File: src/rtl/stb_pkg.sv
package stb_pkg;

   localparam int ADDR_W = 4;
   localparam int DATA_W = 32;
   localparam int WIDE_W = 64;

   typedef enum logic [ADDR_W-1:0] {
      RA_CONFIG   = 4'd0,
      RA_COUNT_LO = 4'd1,
      RA_COUNT_HI = 4'd2,
      RA_TARGET   = 4'd4,
      RA_LOCAL_LO = 4'd5,
      RA_LOCAL_HI = 4'd6,
      RA_REMOTE_LO = 4'd9,
      RA_REMOTE_HI = 4'd10
   } reg_addr_e;

   function automatic logic [3:0] width_code(input int w);
      return 4'((w - 32) / 4);
   endfunction

endpackage

File: src/rtl/stb_counter.sv
module stb_counter #(
   parameter int          CNT_W     = 48,
   parameter logic [63:0] CNT_START = '0
) (
   input  logic        clk,
   input  logic        rst_n,
   input  logic        cfg_we,
   input  logic        cfg_stop,
   output logic        stop,
   output logic [63:0] cnt_wide
);

   logic [CNT_W-1:0] cnt_q;
   logic             stop_q;

   always_ff @(posedge clk) begin
      if (!rst_n) begin
         cnt_q  <= CNT_START[CNT_W-1:0];
         stop_q <= 1'b0;
      end else begin
         if (cfg_we)
            stop_q <= cfg_stop;
         if (!stop_q)
            cnt_q <= cnt_q + 1'b1;
      end
   end

   generate
      if (CNT_W == 64) begin : g_full
         assign cnt_wide = cnt_q;
      end else begin : g_padded
         assign cnt_wide = {{(64-CNT_W){1'b0}}, cnt_q};
      end
   endgenerate

   assign stop = stop_q;


   count_step_chk: assert property (@(posedge clk) disable iff (!rst_n)
      ($past(rst_n) && !$past(stop_q)) |-> (cnt_q - $past(cnt_q) == CNT_W'(1)));


   count_hold_chk: assert property (@(posedge clk) disable iff (!rst_n)
      ($past(rst_n) && $past(stop_q)) |-> $stable(cnt_q));

endmodule

File: src/rtl/stb_cmp_slot.sv
module stb_cmp_slot (
   input  logic        clk,
   input  logic        rst_n,
   input  logic        wr_lo,
   input  logic        wr_hi,
   input  logic [31:0] wdata,
   input  logic [63:0] cnt_wide,
   output logic [63:0] cmp,
   output logic        irq
);

   logic [63:0] cmp_q;
   logic        irq_q;
   logic        match;

   assign match = (cnt_wide == cmp_q);

   always_ff @(posedge clk) begin
      if (!rst_n) begin
         cmp_q <= '1;
         irq_q <= 1'b0;
      end else begin
         if (wr_hi)
            cmp_q[63:32] <= wdata;
         if (wr_lo)
            cmp_q[31:0] <= wdata;
         if (wr_lo || wr_hi)
            irq_q <= 1'b0;
         else if (match)
            irq_q <= 1'b1;
      end
   end

   assign cmp = cmp_q;
   assign irq = irq_q;


   match_sets_chk: assert property (@(posedge clk) disable iff (!rst_n)
      ($past(rst_n) && $past(match) && !$past(wr_lo || wr_hi)) |-> irq_q);


   irq_sticky_chk: assert property (@(posedge clk) disable iff (!rst_n)
      ($past(irq_q) && !$past(wr_lo || wr_hi)) |-> irq_q);


   write_clears_chk: assert property (@(posedge clk) disable iff (!rst_n)
      $past(wr_lo || wr_hi) |-> !irq_q);


   rise_needs_match_chk: assert property (@(posedge clk) disable iff (!rst_n)
      $rose(irq_q) |-> $past(match));

endmodule

File: src/rtl/shared_timebase.sv
module shared_timebase
   import stb_pkg::*;
#(
   parameter int          CORES     = 2,
   parameter int          CNT_W     = 48,
   parameter logic [63:0] CNT_START = '0,
   localparam int         CORE_W    = (CORES > 1) ? $clog2(CORES) : 1
) (
   input  logic              clk,
   input  logic              rst_n,
   input  logic              bus_valid,
   input  logic              bus_write,
   input  logic [CORE_W-1:0] bus_core,
   input  logic [3:0]        bus_addr,
   input  logic [31:0]       bus_wdata,
   output logic [31:0]       bus_rdata,
   output logic [CORES-1:0]  timer_irq
);

   generate
      if (CNT_W < 32 || CNT_W > 64 || (CNT_W % 4) != 0) begin : g_bad_width
         $error("CNT_W must be a multiple of 4 between 32 and 64");
      end
      if (CORES < 1 || CORES > 16) begin : g_bad_cores
         $error("CORES must be between 1 and 16");
      end
   endgenerate

   localparam logic [3:0] WCODE = width_code(CNT_W);
   localparam logic [3:0] NCODE = 4'(CORES - 1);

   reg_addr_e         addr_e;
   logic              wr_en;
   logic              req_ok;
   logic [CORE_W-1:0] tgt;
   logic              tgt_ok;
   logic              stop;
   logic [63:0]       cnt_wide;
   logic [63:0]       cmp_w [CORES];
   logic [CORE_W-1:0] sel_q [CORES];
   logic [CORES-1:0]  wr_lo;
   logic [CORES-1:0]  wr_hi;
   logic [31:0]       rd_mux;
   logic [31:0]       rdata_q;

   assign addr_e = reg_addr_e'(bus_addr);
   assign wr_en  = bus_valid && bus_write;

   always_comb begin
      req_ok = (32'(bus_core) < CORES);
      tgt    = req_ok ? sel_q[bus_core] : '0;
      tgt_ok = req_ok && (32'(tgt) < CORES);
   end

   stb_counter #(
      .CNT_W     (CNT_W),
      .CNT_START (CNT_START)
   ) u_counter (
      .clk      (clk),
      .rst_n    (rst_n),
      .cfg_we   (wr_en && addr_e == RA_CONFIG),
      .cfg_stop (bus_wdata[0]),
      .stop     (stop),
      .cnt_wide (cnt_wide)
   );

   always_ff @(posedge clk) begin
      if (!rst_n) begin
         for (int i = 0; i < CORES; i++)
            sel_q[i] <= '0;
      end else if (wr_en && addr_e == RA_TARGET && req_ok) begin
         sel_q[bus_core] <= bus_wdata[CORE_W-1:0];
      end
   end

   generate
      for (genvar c = 0; c < CORES; c++) begin : g_core
         logic own_req;
         logic remote_req;

         assign own_req    = req_ok && bus_core == CORE_W'(c);
         assign remote_req = tgt_ok && tgt == CORE_W'(c);

         assign wr_lo[c] = wr_en &&
            ((addr_e == RA_LOCAL_LO  && own_req) ||
             (addr_e == RA_REMOTE_LO && remote_req));
         assign wr_hi[c] = wr_en &&
            ((addr_e == RA_LOCAL_HI  && own_req) ||
             (addr_e == RA_REMOTE_HI && remote_req));

         stb_cmp_slot u_slot (
            .clk      (clk),
            .rst_n    (rst_n),
            .wr_lo    (wr_lo[c]),
            .wr_hi    (wr_hi[c]),
            .wdata    (bus_wdata),
            .cnt_wide (cnt_wide),
            .cmp      (cmp_w[c]),
            .irq      (timer_irq[c])
         );
      end
   endgenerate

   always_comb begin
      rd_mux = '0;
      case (addr_e)
         RA_CONFIG:    rd_mux = {12'b0, NCODE, 4'b0, WCODE, 7'b0, stop};
         RA_COUNT_LO:  rd_mux = cnt_wide[31:0];
         RA_COUNT_HI:  rd_mux = cnt_wide[63:32];
         RA_TARGET:    if (req_ok) rd_mux = 32'(sel_q[bus_core]);
         RA_LOCAL_LO:  if (req_ok) rd_mux = cmp_w[bus_core][31:0];
         RA_LOCAL_HI:  if (req_ok) rd_mux = cmp_w[bus_core][63:32];
         RA_REMOTE_LO: if (tgt_ok) rd_mux = cmp_w[tgt][31:0];
         RA_REMOTE_HI: if (tgt_ok) rd_mux = cmp_w[tgt][63:32];
         default:      rd_mux = '0;
      endcase
   end

   always_ff @(posedge clk) begin
      if (!rst_n)
         rdata_q <= '0;
      else
         rdata_q <= (bus_valid && !bus_write) ? rd_mux : '0;
   end

   assign bus_rdata = rdata_q;


   idle_rdata_chk: assert property (@(posedge clk) disable iff (!rst_n)
      !$past(bus_valid && !bus_write) |-> (bus_rdata == '0));


   one_target_chk: assert property (@(posedge clk) disable iff (!rst_n)
      $onehot0({wr_lo, wr_hi}));


   reset_irq_chk: assert property (@(posedge clk)
      $past(!rst_n) |-> (timer_irq == '0));

endmodule

File: config.mk
export PLATFORM = sky130hd
export DESIGN_NAME = shared_timebase
export DESIGN_NICKNAME = d
export VERILOG_FILES = /design/src/rtl/stb_pkg.sv /design/src/rtl/stb_counter.sv /design/src/rtl/stb_cmp_slot.sv /design/src/rtl/shared_timebase.sv
export SDC_FILE = /design/constraint.sdc
export NUM_CORES = 1
export LEC_CHECK = 0
export CORE_UTILIZATION = 60
export CTS_CLUSTER_SIZE = 12
export DETAILED_ROUTE_END_ITERATION = 12
export GPL_ROUTABILITY_DRIVEN = 0
export PLACE_DENSITY = 0.87
export SLEW_MARGIN = 40
export SYNTH_ARGS = -nofsm -noshare
export SYNTH_HDL_FRONTEND = slang
export SYNTH_SLANG_ARGS = --single-unit
File: constraint.sdc
create_clock -name clk -period 4.95 [get_ports clk]
set_input_delay 1.2375 -clock clk [delete_from_list [all_inputs] [get_ports clk]]
set_output_delay 1.2375 -clock clk [all_outputs]
set_load 0.02 [all_outputs]
# After elaboration in Yosys (flattened, before gate mapping)
# Memory sizes are Yosys's and may differ from the RTL's.
# Index checks and enable logic that the tools add are counted.
dict set report word_totals {
  output_inout_bits 34
  ramBits 2
  mem_count 1
  in_bits 41
  register_bits 211
  wordCells 69
}
dict set report classes {
  eq_ne 9
  add_sub_neg 1
  order_cmp 2
  n_reduce_logical 28
  muxes 14
  bitwise 5
}
# memory depth word_bits read_ports rd_clocked_by_memory_dff wr line
set mem_list {}
lappend mem_list {sel_q 2 1 1 0 2 shared_timebase.sv:40} ;# logic [CORE_W-1:0] sel_q [CORES];
# op n
set op_table {}
lappend op_table {{two-way mux 64 bit} 6}
lappend op_table {{one-hot mux 32 bit (8 select lines)} 1}
lappend op_table {{equality test 48 x 64 -> 1 bit} 2}
lappend op_table {{adder 48 x 1 -> 48 bit (second input constant)} 1}
lappend op_table {{logical AND 1 bit} 16}
lappend op_table {{equality test 4 x 3 -> 1 bit (second input constant)} 3}
lappend op_table {{equality test 4 bit (second input constant)} 2}
lappend op_table {{two-way mux 1 bit} 7}
lappend op_table {{logical OR 1 bit} 6}
lappend op_table {{equality test 4 x 1 -> 1 bit (second input constant)} 1}
lappend op_table {{equality test 4 x 2 -> 1 bit (second input constant)} 1}
lappend op_table {{>= comparator 2 bit (second input constant)} 2}
lappend op_table {{zero test 4 bit} 1}
lappend op_table {{NOT 1 -> 2 bit} 2}
lappend op_table {{OR reduction 2 bit} 2}
lappend op_table {{NOT 1 bit} 3}
lappend op_table {{AND reduction 2 bit} 1}
lappend op_table {{zero test 1 bit} 1}
lappend op_table {{OR reduction 1 bit} 1}

# Depth between registers and ports, before layout
dict set report logic_depth {
  depth_word 7
  mapped_depth 9
  ltp_nobuf 6
}

# Hierarchy
# A second synthesis with hierarchy kept.
dict set report unflattened {
  hier_cells 1147
  area_unflattened_um2 10811.6
}
# module instances seq_area_each_um2 cells_each area_each_um2
set by_module_without_submodules {}
lappend by_module_without_submodules {stb_cmp_slot 2 1301.2 295 2951.6}
lappend by_module_without_submodules {stb_counter 1 980.9 314 2672.6}
lappend by_module_without_submodules {shared_timebase 1 680.7 243 2235.9}

# Worst setup path after synthesis
# OpenSTA, ideal clock, no wires.
dict set report synth_timing {
  kind {input to register}
  startpoint {input bus_addr[1]}
  endpoint {register g_core[0].u_slot.cmp_q[55]}
  n_path_buf 4
  required_time_ns 4.813
  stages 8
  setup_slack_ns 2.098
  t_arrival_ns 2.715
  path_cell_list {clkbuf_1 nor2b_1 clkbuf_1 clkbuf_1 nand3_1 clkbuf_1 nand2_1 nand3_1}
}
dict set report synth_via {
  elab_chain_cells 4
  elab_cells_between_ends 6
  cone_classes {2 x eq/ne; 4 x reduce/logical}
}
# item line
set synth_rtl {}
lappend synth_rtl {{from (decl)} shared_timebase.sv:14} ;# input logic [3:0] bus_addr,
lappend synth_rtl {{equality test 4 x 3 -> 1 bit or equality test 4 bit (tied branches)} {shared_timebase.sv:88, shared_timebase.sv:89}}
lappend synth_rtl {{logical AND 1 bit, on equally long branches} {shared_timebase.sv:88, shared_timebase.sv:89}}
lappend synth_rtl {{logical OR 1 bit (*)} shared_timebase.sv:88} ;# ((addr_e == RA_LOCAL_HI && own_req) ||
lappend synth_rtl {{logical AND 1 bit (*)} shared_timebase.sv:87} ;# assign wr_hi[c] = wr_en &&
lappend synth_rtl {{to (signal assigned)} stb_cmp_slot.sv:24} ;# cmp_q[63:32] <= wdata;
lappend synth_rtl {{to (decl)} stb_cmp_slot.sv:12} ;# logic [63:0] cmp_q;
# Every way passes the cells marked *; elsewhere a longest branch is shown, timed or not.
# A chain may end at the register's enable or synchronous reset.

# Final worst setup path
dict set report layout_timing {
  startpoint {input bus_addr[2]}
  endpoint {register g_core[1].u_slot.cmp_q[34]}
}
dict set report layout_via {
  elab_chain_cells 4
  elab_cells_between_ends 6
  cone_classes {2 x eq/ne; 4 x reduce/logical}
}
# item line
set layout_rtl {}
lappend layout_rtl {{equality test 4 x 3 -> 1 bit or equality test 4 bit (tied branches)} {shared_timebase.sv:88, shared_timebase.sv:89}}
lappend layout_rtl {{logical AND 1 bit, on equally long branches} {shared_timebase.sv:88, shared_timebase.sv:89}}
lappend layout_rtl {{logical OR 1 bit (*)} shared_timebase.sv:88}
lappend layout_rtl {{logical AND 1 bit (*)} shared_timebase.sv:87}
lappend layout_rtl {{to (signal assigned)} stb_cmp_slot.sv:24}
lappend layout_rtl {{to (decl)} stb_cmp_slot.sv:12}
# Marks and branches as above.

==> key figures <==
Timing
  • Hold slack: 493.6 ps
  • Fin Setup TNS: 0 ps
  • Max-slew violation count: 0
  • Worst-Margin Slew: 775.8 ps
  • Setup violators final: 0
  • Final-report hold violation count: 0
  • Part of the cycle the worst path needs: 68.02%
  • Tmin final: 3367 ps
  • RSZ-0062 raised after global routing: false
  • Max frequency: 297.0 MHz
  • Max transition margin: 48.05%
  • Worst Clk Skew: 9.794 ps

Pwr
  • Sw Share: 22.61%
  • Sequential group share of total power: 49.1%
  • Clock share of power: 44.2%
  • Worst vdd ir: 266.3 uV
  • Comb pwr share: 6.7%
  • LEAKAGE: 4.428 nW
  • Power Internal: 2.764 mW
  • Cell area power density: 312.9 nW/um^2
  • Sw power: 0.8075 mW

Critical path
  • CP delay by family, top: buffers and inverters
  • WP buf/inv: 3
  • Crit path top cell by count: buf_4
  • Setup CP Type: in2reg
  • Max Fanout on Critical Path: 33
  • CP cell instances: clkdlybuf4s50_1 > nand4bb_1 > a31oi_2 > buf_4 > and2_1 > buf_4 > nand2_1 > nand3_1
  • Critical path endpoint category: register
  • Slowest cell delay on critical path: 620 ps
  • Arrival time worst endpoint: 3800 ps
  • Critical path's slowest cell: clkdlybuf4s50_1
  • Critical Path Start Type: input port
  • Req. time, crit path: 5380 ps

Synth
  • Largest family of logic cells by synthesized area: simple AND/OR/NAND/NOR gates
  • Post-Synth Simple-Gate Area: 29.58%
  • XOR/XNOR Fraction of Synth Area: 10.47%
  • Post-synth top area cell: dfxtp_1
  • Dominant synthesized flop cell: dfxtp_1
  • Post-Synth Adder-Cell Area: 0.1247%
  • Top area cells in the synthesized netlist: dfxtp_1 (42%), nand2_1 (12%), xnor2_1 (9.1%)
  • Compound-Gate Fraction of Synth Area: 11.15%
  • Synth Net Count: 1313
  • Distinct cells, synth: 53
  • FFs w/ async S/R, synth: 0%
  • Post-synthesis mux area share: 0.4987%
  • Syn Std Cell Area: 10040 um^2
  • Syn avg cell area: 7.896 um^2
  • Ys Warns: 0
  • Post-synthesis sequential area ratio: 42.49%
  • Mapped Cells: 1271
  • Synth top area share: 42.49%
  • Number of synthesized register bits: 213
  • Number of synthesized flops with an enable pin: 0

Clock tree
  • Post-CTS Hold Fix Bufs: 0
  • H-tree lvl count: 1
  • CTS root buffer: clkbuf_16
  • Skew-Pair Late Insertion Delay: 510 ps
  • CTS tree: yes
  • Max Buffers Root-to-Sink: 3
  • CTS sink count: 213
  • Setup Buffers After CTS: 0
  • CTS buffer count: 22
  • Clock slew at reported path FFs: 60 ps
  • Resize count post-CTS: 0

Global route
  • GRT Resource Usage Total: 36.07%
  • Largest net degree at the start of global routing: 74
  • Number of global-route vias before repair: 9222
  • Overflow after GRT: 0
  • Global-route wire length before repair: 49940 um
  • Initial antenna violation count: 0

Drt
  • Routed wire per std cell: 21.25 um
  • Via density: 6.591
  • Initial DRC count: 1778
  • Drt first pass iters: 8
  • DRC: 0
  • Routed Antenna Nets: 0
  • DR vias: 9820
  • Total wire length: 31660 um

Place
  • Post-DP HPWL: 20920 um
  • I/O Buffers: 74

Die
  • Die height: 131.3 um
  • # rows: 46
  • I/O Pins: 75
  • Die area: 17250 um^2
  • Initial core utilization: 62.27%
  • Core box area: 16120 um^2
  • Die width: 131.3 um

Hold path
  • Worst hold path type: reg2reg

Finish
  • Most common cell after layout, fill and taps aside: nand2_1
  • Nets: 1308
  • Layout cells sized above 1: 5.181%
  • Most frequent cells in the layout: nand2_1 (323), dfxtp_1 (213), nand3_1 (142)
  • Diode count: 0
  • Fillers: 1215
  • Area grow syn2layout: 13.74%

Status
  • Status: complete, no violations

Flow run
  • Max Cap Viol: 0
per-stage QoR:
stage          std cells  utilization [%]  cell area [um^2]  total power [mW]  setup slack (ps)
2_1_floorplan       1271                -             10040             1.922              2098
3_3_place_gp        1458            66.59             10730             2.014              1139
3_5_place_dp        1458            66.65             10740             2.020              1187
4_1_cts             1490            70.78             11410             3.569              1684
5_1_grt             1490            70.83             11410             3.665              1452
6_report            1490            70.83             11410             3.572              1583
synth_stat cells, drive strengths merged, types with 2 or more instances:
library cell and number:
nand2 324, dfxtp 213, nand3 142, xnor2 104, clkbuf 96, nand4 50, nor2 42, a21oi 39
a22o 32, a222oi 30, buf 29, o21ai 20, nor4 18, or3 17, a31oi 16, xor2 16
inv 13, nor3 11, and3 8, mux2i 5, nor2b 5, o21a 4, and2 3, and4 3
nand2b 3, nand3b 3, o31ai 3, or4 3, a211o 2, a211oi 2, a221oi 2, a41oi 2
layout make-up:
class                      count  area [um^2]  area share, %
clock buffer                  31        635.6          5.568
multi-input combinational    920         5250          45.99
tap                          216        270.3          2.368
clock inverter                 1        30.03         0.2631
inverter                      13        48.80         0.4275
timing repair buffer          96        915.9          8.024
sequential                   213         4264          37.36
power by group through the flow:
stage | clock network [mW] | logic [mW] | registers, mW
6_report | 1.58 | 0.240 | 1.75
5_1_grt | 1.66 | 0.252 | 1.76
4_1_cts | 1.58 | 0.231 | 1.75
3_5_place_dp | 0 | 0.230 | 1.79
3_3_place_gp | 0 | 0.224 | 1.79
2_1_floorplan | 0 | 0.134 | 1.79
routing by layer:
layer	share of wire, %	global-route usage, %
met5	0	0
met4	5.4	18.28
met3	14	10.34
met2	44	55.29
met1	37	46.24
state kept, by name (all words and copies together), names as in the netlist:
name / cells
bus_rdata: 32
g_core.u_slot.cmp: 128
g_core.u_slot.irq: 2
sel_q: 2
u_counter.cnt_q: 48
u_counter.stop: 1
worst paths after layout:
path | start | to | slack (ps) | depth (start not counted)
min | g_core[1].u_slot.cmp[10]$_SDFFE_PN1P_ | bus_rdata[10]$_SDFF_PN0_ | 490 | 2
max | bus_addr[2] | g_core[1].u_slot.cmp[34]$_SDFFE_PN1P_ | 1580 | 8
min reg2reg | g_core[1].u_slot.cmp[10]$_SDFFE_PN1P_ | bus_rdata[10]$_SDFF_PN0_ | 490 | 2
max reg2reg | u_counter.cnt_q[14]$_SDFFE_PN0N_ | u_counter.cnt_q[46]$_SDFFE_PN0N_ | 2120 | 5
logic make-up after synthesis:
logic type                 count (synthesis)
muxes                                      5
DFF                                      213
adders and majority gates                  1
xor gates and xnor gates                 120
and+or+nand+nor                          639
AOI/OAI and AO/OA                        155
buffers and inverters                    138
worst register-to-register path, delay by kind of cell, from the launching register on:
kind | cells | cell delay [ps]
flip-flops | 1 | 560
AO/OA/AOI/OAI | 1 | 160
AND/OR/NAND/NOR | 4 | 2040
(Power assumes the default switching activity.)
